--- config.mk ---
export PLATFORM = sky130hd
export DESIGN_NAME = rt_host_regs
export DESIGN_NICKNAME = d
export VERILOG_FILES = /design/src/rtl/rt_host_pkg.sv /design/src/rtl/rt_host_decode.sv /design/src/rtl/rt_host_dp.sv /design/src/rtl/rt_host_regs.sv
export SDC_FILE = /design/constraint.sdc
export NUM_CORES = 1
export LEC_CHECK = 0
export BUFFER_PORTS_ARGS = -buffer_cell sky130_fd_sc_hd__clkbuf_2
export CAP_MARGIN = 10
export CORE_ASPECT_RATIO = 1.75
export CORE_UTILIZATION = 44
export CTS_BUF_LIST = sky130_fd_sc_hd__clkbuf_16
export DETAILED_ROUTE_END_ITERATION = 8
export PLACE_DENSITY = 0.87
export REMOVE_ABC_BUFFERS = 1
export SLEW_MARGIN = 30
export SYNTH_ARGS = -nofsm -noshare
export SYNTH_HDL_FRONTEND = slang
export SYNTH_SLANG_ARGS = --single-unit
--- constraint.sdc ---
create_clock -name clk -period 1.6 [get_ports clk]
set_input_delay 0.32 -clock clk [delete_from_list [all_inputs] [get_ports clk]]
set_output_delay 0.32 -clock clk [all_outputs]
set_load 0.01 [all_outputs]
--- src/rtl/rt_host_pkg.sv ---
package rt_host_pkg;
  // control register bit positions (layout is host-visible)
  localparam int CB_CHA   = 0;
  localparam int CB_CHB   = 1;
  localparam int CB_TF    = 2;
  localparam int CB_BUSY  = 3;
  localparam int CB_SUBS  = 4;
  localparam int CB_STSEL = 5;
  localparam int CB_STEN  = 6;
  localparam int CB_SRQ   = 7;
  localparam int CB_INSTR = 8;
  localparam int CB_BCEN  = 9;
  localparam int CB_RBL   = 12;
  localparam int CTRL_W   = 13;
  localparam logic [CTRL_W-1:0] CTRL_RST  = 13'h120B;
  localparam logic [CTRL_W-1:0] CTRL_MASK = 13'h13FF;

  typedef struct packed {
    logic ctrlWr;
    logic stsRd;
    logic strobeRise;
  } hostStrobe_t;
endpackage

--- src/rtl/rt_host_decode.sv ---
module rt_host_decode
  import rt_host_pkg::*;
(
  input  logic        clk,
  input  logic        rstN,
  input  logic        csN,
  input  logic        regSelN,
  input  logic        rdWrN,
  input  logic        oeN,
  input  logic        cmdStrobeN,
  output hostStrobe_t strb,
  output logic        dataOe,
  output logic        ramSel
);
  logic strobePrev;
  logic regAccess;

  always_ff @(posedge clk) begin
    if (!rstN) strobePrev <= 1'b1;
    else       strobePrev <= cmdStrobeN;
  end

  always_comb begin
    regAccess       = !csN && !regSelN;
    strb.stsRd      = regAccess && rdWrN && !oeN;
    strb.ctrlWr     = regAccess && !rdWrN;
    strb.strobeRise = cmdStrobeN && !strobePrev;
    dataOe          = strb.stsRd;
    ramSel          = !csN && regSelN;
  end
endmodule

--- src/rtl/rt_host_dp.sv ---
module rt_host_dp
  import rt_host_pkg::*;
#(
  parameter int ADDR_W = 5,
  parameter int BUS_W  = 16
) (
  input  logic              clk,
  input  logic              rstN,
  input  hostStrobe_t       strb,
  input  logic [BUS_W-1:0]  dataIn,
  input  logic [ADDR_W-1:0] termAddr,
  input  logic              termPar,
  input  logic              cmdValid,
  input  logic [ADDR_W-1:0] cmdAddr,
  input  logic [4:0]        cmdField,
  input  logic              cmdIsMode,
  input  logic              cmdChanA,
  input  logic              msgErrEvt,
  input  logic              errCond,
  input  logic              validMsgEvt,
  input  logic              termActive,
  input  logic              modeInhibitTf,
  input  logic              modeOverrideTf,
  output logic [BUS_W-1:0]  statusImg,
  output logic [1:0]        chanEn,
  output logic              selfTestEn,
  output logic              selfTestSelA,
  output logic              rbusyLong,
  output logic              addrHit,
  output logic              bcastHit,
  output logic              msgErrPin,
  output logic [BUS_W-1:0]  statusWord
);
  localparam int FLAG_GAP = BUS_W - ADDR_W - 8;

  logic [CTRL_W-1:0] ctrlQ;
  logic [ADDR_W-1:0] addrQ;
  logic              parErr, msgErrSts, tfEn, isSaQ, lastChA;
  logic              validMsgQ, bcastRcvQ;
  logic [4:0]        fieldQ;
  logic              resetParBad;
  logic              tfOut;
  logic [BUS_W-1:0]  wordNext;
  logic              unusedBits;

  assign resetParBad = ~^{termAddr, termPar};
  assign unusedBits  = ^{dataIn[BUS_W-1:CTRL_W], ctrlQ[11:10]};

  always_ff @(posedge clk) begin
    if (!rstN) begin
      ctrlQ      <= CTRL_RST;
      addrQ      <= termAddr;
      parErr     <= resetParBad;
      msgErrSts  <= resetParBad;
      msgErrPin  <= resetParBad;
      tfEn       <= 1'b1;
      fieldQ     <= '0;
      isSaQ      <= 1'b0;
      lastChA    <= 1'b1;
      validMsgQ  <= 1'b0;
      bcastRcvQ  <= 1'b0;
      statusWord <= '0;
    end else begin
      if (strb.ctrlWr) ctrlQ <= dataIn[CTRL_W-1:0] & CTRL_MASK;

      if (msgErrEvt)                         msgErrSts <= 1'b1;
      else if (strb.stsRd && !errCond)       msgErrSts <= 1'b0;

      if (msgErrEvt)     msgErrPin <= 1'b1;
      else if (cmdValid) msgErrPin <= 1'b0;

      if (modeInhibitTf)       tfEn <= 1'b0;
      else if (modeOverrideTf) tfEn <= 1'b1;

      if (cmdValid) begin
        fieldQ    <= cmdField;
        isSaQ     <= !cmdIsMode;
        lastChA   <= cmdChanA;
        bcastRcvQ <= bcastHit;
      end

      if (validMsgEvt)   validMsgQ <= 1'b1;
      else if (cmdValid) validMsgQ <= 1'b0;

      if (strb.strobeRise) statusWord <= wordNext;
    end
  end

  always_comb begin
    chanEn[0]    = ctrlQ[CB_CHA] && !parErr;
    chanEn[1]    = ctrlQ[CB_CHB] && !parErr;
    selfTestEn   = ctrlQ[CB_STEN];
    selfTestSelA = ctrlQ[CB_STSEL];
    rbusyLong    = ctrlQ[CB_RBL];
    bcastHit     = ctrlQ[CB_BCEN] && (cmdAddr == '1);
    addrHit      = (cmdAddr == addrQ) || bcastHit;
    tfOut        = ctrlQ[CB_TF] && tfEn;

    statusImg = {termActive, validMsgQ, msgErrSts, parErr,
                 ctrlQ[CB_STEN], ctrlQ[CB_BUSY], tfEn,
                 chanEn[0], chanEn[1], lastChA, isSaQ, fieldQ};

    wordNext = {addrQ, msgErrPin, ctrlQ[CB_INSTR], ctrlQ[CB_SRQ],
                {FLAG_GAP{1'b0}}, bcastRcvQ, ctrlQ[CB_BUSY],
                ctrlQ[CB_SUBS], 1'b0, tfOut};
  end
endmodule

--- src/rtl/rt_host_regs.sv ---
module rt_host_regs
  import rt_host_pkg::*;
#(
  parameter int ADDR_W = 5,
  parameter int BUS_W  = 16
) (
  input  logic              clk,
  input  logic              rstN,
  input  logic              csN,
  input  logic              regSelN,
  input  logic              rdWrN,
  input  logic              oeN,
  input  logic [BUS_W-1:0]  dataIn,
  output logic [BUS_W-1:0]  dataOut,
  output logic              dataOe,
  output logic              ramSel,
  input  logic [ADDR_W-1:0] termAddr,
  input  logic              termPar,
  input  logic              cmdValid,
  input  logic [ADDR_W-1:0] cmdAddr,
  input  logic [4:0]        cmdField,
  input  logic              cmdIsMode,
  input  logic              cmdChanA,
  input  logic              cmdStrobeN,
  input  logic              msgErrEvt,
  input  logic              errCond,
  input  logic              validMsgEvt,
  input  logic              termActive,
  input  logic              modeInhibitTf,
  input  logic              modeOverrideTf,
  output logic [1:0]        chanEn,
  output logic              selfTestEn,
  output logic              selfTestSelA,
  output logic              rbusyLong,
  output logic              addrHit,
  output logic              bcastHit,
  output logic              msgErrPin,
  output logic [BUS_W-1:0]  statusWord
);
  hostStrobe_t strb;

  rt_host_decode u_dec (
    .clk(clk), .rstN(rstN), .csN(csN), .regSelN(regSelN), .rdWrN(rdWrN),
    .oeN(oeN), .cmdStrobeN(cmdStrobeN), .strb(strb), .dataOe(dataOe),
    .ramSel(ramSel)
  );

  rt_host_dp #(.ADDR_W(ADDR_W), .BUS_W(BUS_W)) u_dp (
    .clk(clk), .rstN(rstN), .strb(strb), .dataIn(dataIn),
    .termAddr(termAddr), .termPar(termPar), .cmdValid(cmdValid),
    .cmdAddr(cmdAddr), .cmdField(cmdField), .cmdIsMode(cmdIsMode),
    .cmdChanA(cmdChanA), .msgErrEvt(msgErrEvt), .errCond(errCond),
    .validMsgEvt(validMsgEvt), .termActive(termActive),
    .modeInhibitTf(modeInhibitTf), .modeOverrideTf(modeOverrideTf),
    .statusImg(dataOut), .chanEn(chanEn), .selfTestEn(selfTestEn),
    .selfTestSelA(selfTestSelA), .rbusyLong(rbusyLong), .addrHit(addrHit),
    .bcastHit(bcastHit), .msgErrPin(msgErrPin), .statusWord(statusWord)
  );
endmodule

==> results.yml <==
run_status:
  status: "finished with violations"
  violations: "setup timing"
run:
  cap_violations: 0
floorplanning:
  die-area_mm2: 0.00420
  core_mm2: 0.00370
  start_util: 0.468
  die_w_um: 49.4
  dieHeight_um: 85.0
  row_count: 29
  ios: 90
timing:
  hold_ws_ns: 0.220
  fin_worst_skew_ns: 0.00345
  max_freq_mhz: 616
  fin_ws_ns: -0.0232
  finalCriticalPeriod_ns: 1.62
  finalMaxSlewViolations: 0
  finalSetupViolations: 1
  hold_viol: 0
  fin_crit_sh: 1.01
  fin_tns_setup_ns: -0.0232
  rsz0062_at_grt: "yes"
synthesis:
  yosysWarnings: 0
  netlist_instances: 188
  synth_top_flop_cell: "dfxtp_1"
  synth_common_cells: "nand2_1 (50), dfxtp_1 (34), a21oi_1 (19)"
  synth-edff-count: 8
  syn_avg_cell_area_um2: 9.21
  synth_top_area_frac: 0.393
  ys_types: 31
  synth_seq_area_share: 0.532
  ys_ff_latch: 42
  synth.largest_area_cell: "dfxtp_1"
  synth_most_common_cell: "nand2_1"
  syn_area_mm2: 0.00173
  ys_async_sr_fraction: 0
  synthTopCellsByArea: "dfxtp_1 (39%), edfxtp_1 (14%), nand2_1 (11%)"
cts:
  cts_max_path_buffers: 2
  path_clk_slew_ns: 0.06
  htree_levels: 2
  cts-buffers-inserted: 5
  cts_hold_buf: 0
  cts_root_buf: "clkbuf_16"
  insertion_delay_ns: 0.28
  clock_sinks: 42
  cts_tree: "done"
cells_and_area:
  area_delta_synth_final_pct: 30.1
  drive_above_1_share: 0.373
  final_cells: 309
  antenna_cells: 0
  finalNetCount: 310
  final_util: 0.609
  design_area_mm2: 0.00225
global_route:
  grt_use_total: 0.189
  grt_pass1_vias: 1436
  grt_pass1_wl_mm: 5.87
  antenna_found_initial: 0
  overflow: 0
  grt_max_degree: 20
critical_path:
  path_class: "flip-flop to output port"
  worst-path-buf-inv: 1
  path_cells: "xor2_1, nor3_2, a31o_2, buf_6"
  crit_required_ns: 1.28
  max_stage_delay_ns: 0.41
  crit_family: "flip-flops"
  end_kind: "output port"
  crit_fanout: 2
  cp.arrival_ns: 1.30
  slowest_stage: "edfxtp_1"
  crit_start: "u_dp.addrQ[3]"
  startpoint_type: "flip-flop"
  reg2reg_from: "u_dec.strobePrev"
  ff2ff_setup_slack_ns: 0.62
placed_design:
  place_inst: 298
  hpwlAfterDp_mm: 2.83
  dpl_worst_slack_ns: 0.212
  portBuffers: 78
  gp_congestion: 0.780
  placed_cell_area_mm2: 0.00208
hold_path:
  holdCritPathClass: "input pin to flip-flop"
  hold_start: "cmdIsMode"
routing:
  vias_per_cell: 4.67
  antenna_left: 0
  drt_first_pass_iters: 4
  routedWlPerCell_um: 11.7
  drt_wl_total_mm: 3.63
  post-route-drc-count: 0
  dr.first_iter.drc_count: 19
  vias: 1444
pwr:
  power.total_mw: 2.46
  power.density_mw_per_mm2: 1090
  max-vdd-ir-drop_mv: 0.962
  p_leak_nw: 1.06
area by class of cell:
class / count / area [µm²]
clock buffer: 5 / 125
clock inverter: 3 / 12.5
fill: 345 / 1450
inverter: 3 / 11.3
multi-input combinational: 123 / 661
sequential: 42 / 921
tap: 46 / 57.6
timing repair buffer: 87 / 464
metal layers:
metal / vias to the layer above / routed length [µm] / global-route usage
li1: 744 / - / -
met1: 643 / 1270 / 0.168
met2: 47 / 2040 / 0.351
met3: 10 / 205 / 0.0538
met4: 0 / 113 / 0.135
met5: - / 0 / 0
final timing paths:
| path | to | cells after the start |
|---|---|---|
| worst max register to register | u_dp.statusWord[11] | 3 |
| worst min register to register | u_dp.statusWord[8] | 2 |
| worst max-delay path | addrHit | 4 |
| worst min-delay path | u_dp.isSaQ | 2 |
timing repair:
item,CTS,global route
gates cloned,0,0
setup buffers,2,1
pin swaps,3,3
endpoints found under the setup margin,1,1
gates resized for setup,0,3
kinds of logic (layout without fill, tap and decap cells):
logic type      Yosys count  in the layout  synth area share
compound gates           24             24            0.0773
xor+xnor                  9              9            0.0578
buf+inv                  26             98            0.0961
flops                    42             42             0.532
mux                       6              6            0.0347
other cells               1              4           0.00217
simple gates             80             80             0.200
worst reg2reg max path, stage by stage, from the launching register on:
cell      delay (ns)
dfxtp_1         0.32
nand2b_1        0.35
nand2_1         0.10
a21oi_1         0.14
power breakdown:
part | switching (mW) | total (mW) | internal (mW)
registers | 0.0321 | 1.18 | 1.15
clock network | 0.380 | 0.944 | 0.563
logic | 0.177 | 0.338 | 0.161
total | 0.589 | 2.46 | 1.87
cells in the final DEF, fill, tap and decap left out:
cell type	n
inv_1	3
edfxtp_1	8
xor2_1	3
buf_6	1
clkinv_2	1
and2_1	1
o21ai_2	1
buf_4	9
mux2i_1	6
clkinv_1	2
clkbuf_16	5
dfxtp_1	34
nor4b_1	1
nor3_1	1
o21ai_0	1
xnor3_1	1
o2bb2ai_1	1
a31o_2	1
xnor2_1	4
clkbuf_2	77
or3_4	1
nand3_1	7
a21oi_1	19
nand4_1	1
conb_1	4
nor2_1	10
a211oi_1	1
nand2_1	50
xnor2_2	1
nor3_2	1
nor2b_1	4
nand2b_1	3
state kept, by name (all words and copies together) (netlist names):
register	count
u_dp.tfEn	1
u_dp.addrQ	5
u_dp.fieldQ	5
u_dp.lastChA	1
u_dec.strobePrev	1
u_dp.msgErrPin	1
u_dp.bcastRcvQ	1
u_dp.parErr	1
u_dp.validMsgQ	1
u_dp.statusWord	12
u_dp.isSaQ	1
u_dp.msgErrSts	1
u_dp.ctrlQ	11
No activity file was read; power rests on OpenSTA's default activity.
